## src/rtl/refmon_pkg.sv

```systemverilog
package refmon_pkg;

    // Synchronizer pipeline: two metastability stages plus the previous-value stage.
    typedef struct packed {
        logic meta;
        logic stable;
        logic prev;
    } sync_state_t;

endpackage

```

## src/rtl/refmon_sync.sv

```systemverilog
module refmon_sync
    import refmon_pkg::*;
(
    input  logic clk,
    input  logic rst_n,
    input  logic async_in,
    output logic rise
);
    sync_state_t st_d, st_q;

    always_comb begin
        st_d        = st_q;
        st_d.meta   = async_in;
        st_d.stable = st_q.meta;
        st_d.prev   = st_q.stable;
    end

    always_ff @(posedge clk) begin
        if (!rst_n) st_q <= '0;
        else        st_q <= st_d;
    end

    assign rise = st_q.stable & ~st_q.prev;

    // An edge pulse can never be two cycles long
    assert_rise_single_R9: assert property (@(posedge clk) disable iff (!rst_n)
        rise |=> !rise);

endmodule

```

## src/rtl/refmon_gate.sv

```systemverilog
module refmon_gate #(
    parameter int GATE_CYCLES = 12800
) (
    input  logic clk,
    input  logic rst_n,
    output logic gate_end,
    output logic window_done
);
    localparam int GW = (GATE_CYCLES > 2) ? $clog2(GATE_CYCLES) : 1;
    localparam logic [GW-1:0] LAST = GW'(GATE_CYCLES - 1);

    typedef struct packed {
        logic [GW-1:0] cnt;
        logic          done;
    } gate_t;

    gate_t g_d, g_q;

    always_comb begin
        g_d      = g_q;
        g_d.cnt  = (g_q.cnt == LAST) ? '0 : g_q.cnt + 1'b1;
        g_d.done = (g_q.cnt == LAST);
    end

    always_ff @(posedge clk) begin
        if (!rst_n) g_q <= '0;
        else        g_q <= g_d;
    end

    assign gate_end    = (g_q.cnt == LAST);
    assign window_done = g_q.done;

    assert_gate_range_R1: assert property (@(posedge clk) disable iff (!rst_n)
        g_q.cnt <= LAST);
    assert_done_pulse_R1: assert property (@(posedge clk) disable iff (!rst_n)
        window_done |=> !window_done);

endmodule

```

## src/rtl/refmon_chan.sv

```systemverilog
module refmon_chan #(
    parameter int CNT_W = 16
) (
    input  logic             clk,
    input  logic             rst_n,
    input  logic             rise,
    input  logic             gate_end,
    input  logic [CNT_W-1:0] nominal_count,
    input  logic [CNT_W-1:0] reject_limit,
    input  logic [CNT_W-1:0] accept_limit,
    input  logic [CNT_W-1:0] los_limit,
    output logic             los,
    output logic             bad
);
    localparam int W1 = CNT_W + 1;

    typedef struct packed {
        logic [CNT_W-1:0] edges;
        logic [CNT_W-1:0] sil;
        logic             win_sil;
        logic             los;
        logic             bad;
    } chan_t;

    chan_t c_d, c_q;

    logic [CNT_W-1:0] sil_next;
    logic             hit;
    logic [W1-1:0]    edge_sum;
    logic [CNT_W-1:0] total;
    logic signed [W1-1:0] diff;
    logic [W1-1:0]    mag;

    always_comb begin
        c_d = c_q;

        // Silence counter saturates at the programmed limit
        if (rise)                       sil_next = '0;
        else if (c_q.sil >= los_limit)  sil_next = c_q.sil;
        else                            sil_next = c_q.sil + 1'b1;
        hit = (sil_next >= los_limit);
        c_d.sil = sil_next;

        // Edge count including an edge that lands in the window's last cycle
        edge_sum = {1'b0, c_q.edges} + W1'(rise);
        total    = edge_sum[CNT_W] ? '1 : edge_sum[CNT_W-1:0];

        diff = $signed({1'b0, total}) - $signed({1'b0, nominal_count});
        mag  = (diff < 0) ? W1'(-diff) : W1'(diff);

        if (gate_end) begin
            c_d.edges   = '0;
            c_d.win_sil = 1'b0;
            c_d.los     = c_q.win_sil | hit | (total == '0);
            if (mag > W1'(reject_limit))      c_d.bad = 1'b1;
            else if (mag < W1'(accept_limit)) c_d.bad = 1'b0;
        end else begin
            c_d.edges   = total;
            c_d.win_sil = c_q.win_sil | hit;
            c_d.los     = c_q.los | hit;
        end
    end

    always_ff @(posedge clk) begin
        if (!rst_n) begin
            c_q     <= '0;
            c_q.los <= 1'b1;
        end else begin
            c_q <= c_d;
        end
    end

    assign los = c_q.los;
    assign bad = c_q.bad;

    assert_los_on_silence_R2: assert property (@(posedge clk) disable iff (!rst_n)
        hit |=> los);
    assert_los_clear_window_R3: assert property (@(posedge clk) disable iff (!rst_n)
        $fell(los) |-> $past(gate_end));
    assert_bad_change_window_R5: assert property (@(posedge clk) disable iff (!rst_n)
        !$stable(bad) |-> $past(gate_end));
    assert_reject_sets_R5: assert property (@(posedge clk) disable iff (!rst_n)
        (gate_end && mag > W1'(reject_limit)) |=> bad);
    assert_band_holds_R6: assert property (@(posedge clk) disable iff (!rst_n)
        (gate_end && mag <= W1'(reject_limit) && mag >= W1'(accept_limit)) |=> $stable(bad));

endmodule

```

## src/rtl/ref_activity_monitor.sv

```systemverilog
module ref_activity_monitor #(
    parameter int NUM_REFS    = 12,
    parameter int CNT_W       = 16,
    parameter int GATE_CYCLES = 12800
) (
    input  logic                clk,
    input  logic                rst_n,
    input  logic [NUM_REFS-1:0] ref_in,
    input  logic [CNT_W-1:0]    nominal_count,
    input  logic [CNT_W-1:0]    reject_limit,
    input  logic [CNT_W-1:0]    accept_limit,
    input  logic [CNT_W-1:0]    los_limit,
    output logic [NUM_REFS-1:0] los,
    output logic [NUM_REFS-1:0] offset_bad,
    output logic [NUM_REFS-1:0] qualified,
    output logic                window_done
);
    logic gate_end;
    logic [NUM_REFS-1:0] rise;

    refmon_gate #(.GATE_CYCLES(GATE_CYCLES)) u_gate (
        .clk(clk), .rst_n(rst_n), .gate_end(gate_end), .window_done(window_done)
    );

    for (genvar i = 0; i < NUM_REFS; i++) begin : g_ch
        refmon_sync u_sync (
            .clk(clk), .rst_n(rst_n), .async_in(ref_in[i]), .rise(rise[i])
        );
        refmon_chan #(.CNT_W(CNT_W)) u_chan (
            .clk(clk), .rst_n(rst_n), .rise(rise[i]), .gate_end(gate_end),
            .nominal_count(nominal_count), .reject_limit(reject_limit),
            .accept_limit(accept_limit), .los_limit(los_limit),
            .los(los[i]), .bad(offset_bad[i])
        );
    end

    assign qualified = ~los & ~offset_bad;

    // Status is only refreshed at window boundaries, apart from a new loss
    assert_status_moves_at_window_R1: assert property (@(posedge clk) disable iff (!rst_n)
        ($past(qualified) != qualified) |-> ($past(gate_end) || ($past(los) != los)));

endmodule

```

## config.mk

```make
export PLATFORM = sky130hd
export DESIGN_NAME = ref_activity_monitor
export DESIGN_NICKNAME = d
export VERILOG_FILES = /design/src/rtl/refmon_pkg.sv /design/src/rtl/refmon_sync.sv /design/src/rtl/refmon_gate.sv /design/src/rtl/refmon_chan.sv /design/src/rtl/ref_activity_monitor.sv
export SDC_FILE = /design/constraint.sdc
export NUM_CORES = 2
export LEC_CHECK = 0
export BUFFER_PORTS_ARGS = -buffer_cell sky130_fd_sc_hd__buf_4
export CELL_PAD_IN_SITES_DETAIL_PLACEMENT = 1
export CELL_PAD_IN_SITES_GLOBAL_PLACEMENT = 1
export CORE_UTILIZATION = 49
export CTS_CLUSTER_SIZE = 30
export DETAILED_ROUTE_END_ITERATION = 12
export GPL_TIMING_DRIVEN = 1
export PLACE_DENSITY = 0.9
export SLEW_MARGIN = 15
export SYNTH_ARGS = -nofsm -noshare
export SYNTH_HDL_FRONTEND = slang
export SYNTH_SLANG_ARGS = --single-unit
export TNS_END_PERCENT = 100
```

## constraint.sdc

```tcl
create_clock -name clk -period 8.8 [get_ports clk]
set_input_delay 0.88 -clock clk [delete_from_list [all_inputs] [get_ports clk]]
set_output_delay 0.88 -clock clk [all_outputs]
set_load 0.01 [all_outputs]
```

; Yosys cells after proc, flatten, opt, wreduce, memory -nomap -nowiden
; Cells that the tools add are included.
[totals]
ff_bits = 471
inputBits = 78
output_inout_bits = 37
elab_cells = 393
[op_classes]
n_addsub = 49
order_cmp = 60
eq_ne = 1
mux = 84
n_bitwise = 64
n_reduce_logical = 37
[ops]
columns = operator, n
row1 = 16-bit two-way mux, 36
row2 = 16-bit greater-or-equal comparator, 24
row3 = 16-bit by 1-bit adder with 17-bit output, 12
row4 = 17-bit by 16-bit greater-than comparator with 1-bit output, 12
row5 = "17-bit by 1-bit less-than comparator with 1-bit output, second input constant", 12
row6 = 17-bit by 16-bit less-than comparator with 1-bit output, 12
row7 = 17-bit two-way mux, 12
row8 = 17-bit negation, 12
row9 = 16-bit by 16-bit subtractor with 17-bit output, 12
row10 = "16-bit by 1-bit adder with 16-bit output, second input constant", 12
row11 = 16-bit logical NOT, 12
row12 = 1-bit two-way mux, 36
row13 = 1-bit OR, 36
row14 = 12-bit NOT, 2
row15 = 2-bit AND reduction, 12
row16 = 2-bit nonzero test, 12
row17 = "14-bit by 1-bit adder with 14-bit output, second input constant", 1
row18 = "14-bit equality test, second input constant", 1
row19 = 1-bit NOT, 13
row20 = 1-bit bitwise AND, 12
row21 = 12-bit bitwise AND, 1
row22 = 2-bit OR reduction, 1

; Logic depth before layout (Yosys ltp)
[logic_depth]
word_depth = 10
depth_mapped = 34
depth_no_buf = 30

; Modules after synthesis
; From an unflattened synthesis, not the netlist that was laid out.
[hier_totals]
cells_unflattened = 7972
hier_area_um2 = 60795.8
[modules_own_cells]
columns = mod, instances, cells_per_inst, area_each_um2, seq_area_each_um2
row1 = refmon_chan at g_ch[1].u_chan ..., 5, 671, 5074.9, 700.7
row2 = refmon_chan at g_ch[0].u_chan ..., 4, 649, 4917.2, 700.7
row3 = refmon_chan at g_ch[9].u_chan, 1, 637, 4784.6, 700.7
row4 = refmon_chan at g_ch[5].u_chan, 1, 614, 4565.6, 700.7
row5 = refmon_chan at g_ch[3].u_chan, 1, 605, 4558.1, 700.7
row6 = refmon_sync, 12, 7, 92.6, 60.1
row7 = refmon_gate, 1, 69, 688.2, 300.3
row8 = ref_activity_monitor, 1, 12, 45.0, 0.0

; Worst setup path before layout
; OpenSTA, ideal clock, no wires.
[synth_timing]
kind = reg2reg
start = reg g_ch[1].u_sync.st_q[0] (netlist name)
end = reg g_ch[1].u_chan.c_q, in the netlist g_ch[1].u_chan.bad
setup_time_ps = 130
arrival_time_ps = 6428
required_time_ps = 8670
slack_ps = 2242
stages_incl_launch_ff = 33
n_path_buf = 4
synth_period_minus_slack_ps = 6558
path_cell_list = dfxtp_1 > nand2b_1 > inv_1 > clkbuf_1 > ha_1 > ha_1 > inv_1 > nor4_1 > nand3_1 > or2_2 > clkbuf_1 > buf_1 > nand2_1 > ha_1 > or4_1 > o21ai_0 > a211oi_1 > nor2b_1 > o211ai_1 > a31o_2 > clkbuf_1 > a21oi_1 > xnor2_1 > ha_1 > a21o_1 > a21o_1 > a21oi_1 > nor2_1 > a2111oi_0 > a21oi_1 > o21a_1 > o21ai_0 > o211ai_1
[synth_between]
elab_chain_cells = 10
elab_cells_between_ends = 13
cone_classes = add/sub: 3 / order compare: 3 / mux: 3 / bitwise: 2 / reduce/logical: 2
[synth_lines]
columns = item, line_no
row1 = start: declaration, refmon_sync.sv:9  ; sync_state_t st_d, st_q;
row2 = start signal: assignment, refmon_sync.sv:20  ; else st_q <= st_d;
row3 = 1-bit NOT *, refmon_sync.sv:23  ; assign rise = st_q.stable & ~st_q.prev;
row4 = 1-bit bitwise AND *, refmon_sync.sv:23
row5 = 16-bit by 1-bit adder with 17-bit output *, refmon_chan.sv:45  ; edge_sum = {1'b0, c_q.edges} + W1'(rise);
row6 = 16-bit two-way mux *, refmon_chan.sv:46  ; total = edge_sum[CNT_W] ? '1 : edge_sum[CNT_W-1:0];
row7 = via g_ch[1].u_chan.total[5], refmon_chan.sv:30  ; logic [CNT_W-1:0] total;
row8 = 16-bit by 16-bit subtractor with 17-bit output *, refmon_chan.sv:48  ; diff = $signed({1'b0, total}) - $signed({1'b0, nominal_count});
row9 = 17-bit negation or 17-bit by 1-bit less-than comparator with 1-bit output (tied branches), refmon_chan.sv:49  ; mag = (diff < 0) ? W1'(-diff) : W1'(diff);
row10 = 17-bit two-way mux *, refmon_chan.sv:49
row11 = 17-bit by 16-bit less-than comparator with 1-bit output or 17-bit by 16-bit greater-than comparator with 1-bit output (tied branches), "refmon_chan.sv:56, refmon_chan.sv:55"
row12 = 2-bit nonzero test (no line), n/a
row13 = 2-bit AND reduction (no line), n/a
row14 = end: declaration, refmon_chan.sv:25  ; chan_t c_d, c_q;
; Mark *: on every way through the listed nets, which the timed path passes. The rest lies on a longest branch.
; A chain may end at the register's enable or synchronous reset.

; Final worst setup path
[layout_timing]
start = reg g_ch[8].u_sync.st_q[0] (netlist name)
end = reg g_ch[8].u_chan.c_q, in the netlist g_ch[8].u_chan.bad
[layout_between]
elab_chain_cells = 10
elab_cells_between_ends = 13
cone_classes = add/sub: 3 / order compare: 3 / mux: 3 / bitwise: 2 / reduce/logical: 2
[layout_lines]
columns = item, line_no
row1 = start: declaration, refmon_sync.sv:9
row2 = start signal: assignment, refmon_sync.sv:20
row3 = 1-bit NOT *, refmon_sync.sv:23
row4 = 1-bit bitwise AND *, refmon_sync.sv:23
row5 = 16-bit by 1-bit adder with 17-bit output *, refmon_chan.sv:45
row6 = 16-bit two-way mux *, refmon_chan.sv:46
row7 = 16-bit by 16-bit subtractor with 17-bit output *, refmon_chan.sv:48
row8 = 17-bit negation or 17-bit by 1-bit less-than comparator with 1-bit output (tied branches), refmon_chan.sv:49
row9 = 17-bit two-way mux *, refmon_chan.sv:49
row10 = 17-bit by 16-bit less-than comparator with 1-bit output or 17-bit by 16-bit greater-than comparator with 1-bit output (tied branches), "refmon_chan.sv:56, refmon_chan.sv:55"
row11 = 2-bit nonzero test (no line), n/a
row12 = 2-bit AND reduction (no line), n/a
row13 = end: declaration, refmon_chan.sv:25
; Every way passes the cells marked *; elsewhere a longest branch is shown, timed or not.

==> run_results.csv <==
group,metric,value,unit
grt,gr-usage-all-layers,34.4,%
run,maxCapViolCount,0,
hold_path,min_delay_path_depth,2,
hold_path,hold-path-endpoint,"g_ch[1].u_sync.st_d[1]",
sta,max_freq,125,MHz
cts,clock_path_buffers,3,
cts,cts_root_buf,"clkbuf_16",
grt,grt_remaining_overflow,0,
cts,tritoncts,"built",
floorplanning,boundaryPins,115,
sta,timing.final.crit_period,7.98,ns
worst_setup_path,worst_path_max_delay_cell,"or3_1",
sta,layout_worst_path_cycle_share,90.7,%
sta,report.final.hold_viol_count,0,
floorplanning,initial_core_util,49.7,%
worst_setup_path,critPathArrivalTime,8.55,ns
sta,worst_slew_pin_slew,1.30,ns
worst_setup_path,crit_fanout,23,
logic_synthesis,unique_masters_post_synth,91,
logic_synthesis,synth-seq-area-share,17.6,%
logic_synthesis,post_synth_instance_area,53500,um2
logic_synthesis,synthesis.yosys.warnings,0,
logic_synthesis,postSynthAreaPerCell,7.79,um2
logic_synthesis,yosys.cell_count.top_type,"ha_1",
logic_synthesis,synth_nets,7959,
detailed_routing,route.antenna.remaining_nets,0,
logic_synthesis,yosys-top-cells-count,"1,004 x ha_1, 721 x nor2_1, 576 x nand2_1",
worst_setup_path,worst_r2r_path_depth,32,
layout,final_nets,8020,
detailed_routing,wire_per_inst,23.3,um
sta,timing.max_slew.rel_slack,13.0,%
worst_setup_path,crit_cells,32,
cts,htreeDepth,2,
logic_synthesis,biggest_area_contributors_in_the_synthesized_netlist,"ha_1 23%, dfxtp_1 18%, xnor2_1 5.4%, nor2_1 5.1%, a21oi_1 4.8%",
power_and_ir_drop,power.leakage,27.6,nW
cts,postCtsSetupBuffers,0,
worst_setup_path,timing.critical_path.required,9.37,ns
layout,synthToLayoutAreaGrowth,8.45,%
hold_path,worst_hold_path_type,"input pin to register",
hold_path,min_from,"ref_in[1]",
worst_setup_path,ff2ff_setup_slack,0.82,ns
cts,clk_transition_reported_paths,0.06,ns
logic_synthesis,synthDominantCellAreaShare,23.5,%
sta,drv_slew,0,
worst_setup_path,setup_cp_type,"register to register",
floorplanning,die_w,332,um
worst_setup_path,critPathTopFamily,"compound AO/OA/AOI/OAI gates",
floorplanning,fp.coreArea,108000,um2
logic_synthesis,synth.ff_latch_count,471,
worst_setup_path,critPathCaptureType,"register",
outcome,outcome,"complete, no violations",
grt,first_global_vias,56844,
worst_setup_path,r2r-end,"g_ch[8].u_chan.bad",
placed_design,dp_slack,1.03,ns
floorplanning,floorplan.die_area,110000,um2
floorplanning,vert_die_dim,332,um
detailed_routing,drtIter0Drc,3288,
power_and_ir_drop,irDropWorstVdd,0.000162,V
sta,finClkSkew,0.0294,ns
sta,setup_viol,0,
grt,grt_max_degree,73,
grt,initial_antenna_violation_count,3,
logic_synthesis,instance_count_of_the_mapped_netlist,6865,
power_and_ir_drop,power_density,112,nW/um2
cts,clock_insertion_delay_worst_skew,0.71,ns
cts,numCtsBuffers,60,
worst_setup_path,critical_path.startpoint_type,"register",
logic_synthesis,synth_top_cell_by_area,"ha_1",
detailed_routing,drt_drc_violations_left,0,
layout,layout-drive-gt1-share,5.66,%
logic_synthesis,synth_async_sr_flop_share,0,%
detailed_routing,via_count,54186,
detailed_routing,route.final.wire_length,196000,um
logic_synthesis,number_of_flops_mapped_to_enable_cells_by_yosys,0,
worst_setup_path,number_of_buffers_and_inverters_on_the_critical_path,3,
sta,rsz0062_at_grt,"no",
placed_design,gp_routability_congestion,0.910,
detailed_routing,route.detailed.vias_per_inst,6.46,
placed_design,portBuffers,114,
logic_synthesis,synth-main-ff-cell,"dfxtp_1",
layout,fin_util,53.9,%
detailed_routing,drtPass1Iterations,5,
sta,final_critical_path_setup_slack,0.818,ns
cts,cts_repair_resize_count,0,
worst_setup_path,critical_path.reg2reg.startpoint,"g_ch[8].u_sync.st_q[0]",
floorplanning,fp-row-count,120,
sta,setup_tns,0,ns
worst_setup_path,critical-path-max-stage-delay,0.68,ns
cts,numClockSinks,471,
grt,grt_pass1_wl,308000,um
cts,number_of_buffers_added_to_fix_hold_violations_after_cts,0,
placed_design,dp_hpwl,139000,um
==> sequential cells by signal (all words and copies together) (netlist names) <==
register            count
g_ch.u_chan.bad        12
g_ch.u_chan.c_q       396
g_ch.u_chan.los        12
g_ch.u_sync.st_d       24
g_ch.u_sync.st_q       12
u_gate.g_q             14
u_gate.window_done      1
==> where the power goes <==
part / leakage [nW] / switching, W / internal (W) / total (W)
clock network: 0.997 / 0.00115 / 0.00151 / 0.00266
registers: 3.81 / 0.0000285 / 0.00216 / 0.00219
logic: 22.8 / 0.00104 / 0.000637 / 0.00167
total: 27.6 / 0.00222 / 0.00430 / 0.00652
==> through the flow <==
stage	area, um2	std cells	hold slack, ns	power, W
floorplan	53500	6865	0.412	0.00330
global placement	55900	8267	0.416	0.00371
detailed placement	55900	8267	0.424	0.00383
CTS	58000	8376	0.344	0.00652
global route	58000	8376	0.357	0.00679
finish	58000	8383	0.373	0.00652
==> placed cells by master, fill, tap and decap left out, types with 29 or more instances in the layout <==
| master | Yosys | final |
|---|---|---|
| or4_1 | 29 | 29 |
| inv_1 | 251 | 250 |
| a2111oi_0 | 35 | 35 |
| a211oi_1 | 88 | 88 |
| or2_2 | 30 | 30 |
| nor2b_1 | 102 | 102 |
| o31ai_1 | 35 | 35 |
| nand2_1 | 576 | 575 |
| buf_4 | 24 | 204 |
| or3_1 | 81 | 81 |
| nor2_1 | 721 | 720 |
| nand3_1 | 252 | 252 |
| a31oi_1 | 55 | 55 |
| clkbuf_16 | 0 | 61 |
| nor4_1 | 68 | 68 |
| nand4_1 | 176 | 176 |
| a21oi_1 | 518 | 518 |
| o21a_1 | 113 | 113 |
| ha_1 | 1004 | 1004 |
| xnor2_1 | 331 | 331 |
| xor2_1 | 210 | 210 |
| nor3_1 | 165 | 165 |
| o21ai_0 | 265 | 265 |
| nand2b_1 | 155 | 155 |
| o211ai_1 | 42 | 42 |
| a21o_1 | 253 | 253 |
| mux2i_1 | 121 | 121 |
| dfxtp_1 | 471 | 471 |
| and3_1 | 107 | 107 |
| and2_1 | 81 | 81 |
==> area by class of cell <==
type                       count  area [um2]
timing repair buffer         204        1530
inverter                     253         950
clock buffer                  78        1690
multi-input combinational   5936       42200
tap                         1403        1760
sequential                   471        9430
fill                       13327       49700
clock inverter                31         382
antenna                        7        17.5
==> metal layers <==
metal / vias up / wire (um) / GRT usage (%)
met2: 1745 / 91200 / 58.4
met5: - / 27 / 0
li1: 25158 / - / -
met4: 2 / 11400 / 19.9
met3: 679 / 13100 / 5.53
met1: 26602 / 79900 / 41.1
==> worst max-delay path by stage <==
stage / startpoint / to / slack (ns)
floorplan: g_ch[1].u_sync.st_q[0] / g_ch[1].u_chan.bad / 2.24
global placement: g_ch[8].u_sync.st_q[0] / g_ch[8].u_chan.bad / 1.37
detailed placement: g_ch[8].u_sync.st_q[0] / g_ch[8].u_chan.bad / 1.03
CTS: g_ch[8].u_sync.st_q[0] / g_ch[8].u_chan.bad / 0.95
global route: g_ch[8].u_sync.st_q[0] / g_ch[8].u_chan.bad / 0.30
finish: g_ch[8].u_sync.st_q[0] / g_ch[8].u_chan.bad / 0.82
==> kinds of logic (layout without fill, tap and decap cells) <==
family | count (synthesis) | count (layout) | share of synthesized area [%]
AO/OA/AOI/OAI | 1626 | 1626 | 19.6
XOR/XNOR | 541 | 541 | 8.86
adder cells (fa/ha/maj) | 1016 | 1016 | 23.9
buffers and inverters | 458 | 566 | 3.40
flip-flops | 471 | 471 | 17.6
multiplexers | 128 | 128 | 2.41
other | 0 | 7 | 0
AND/OR/NAND/NOR | 2625 | 2625 | 24.2
Power figures use the tool's default switching activity.
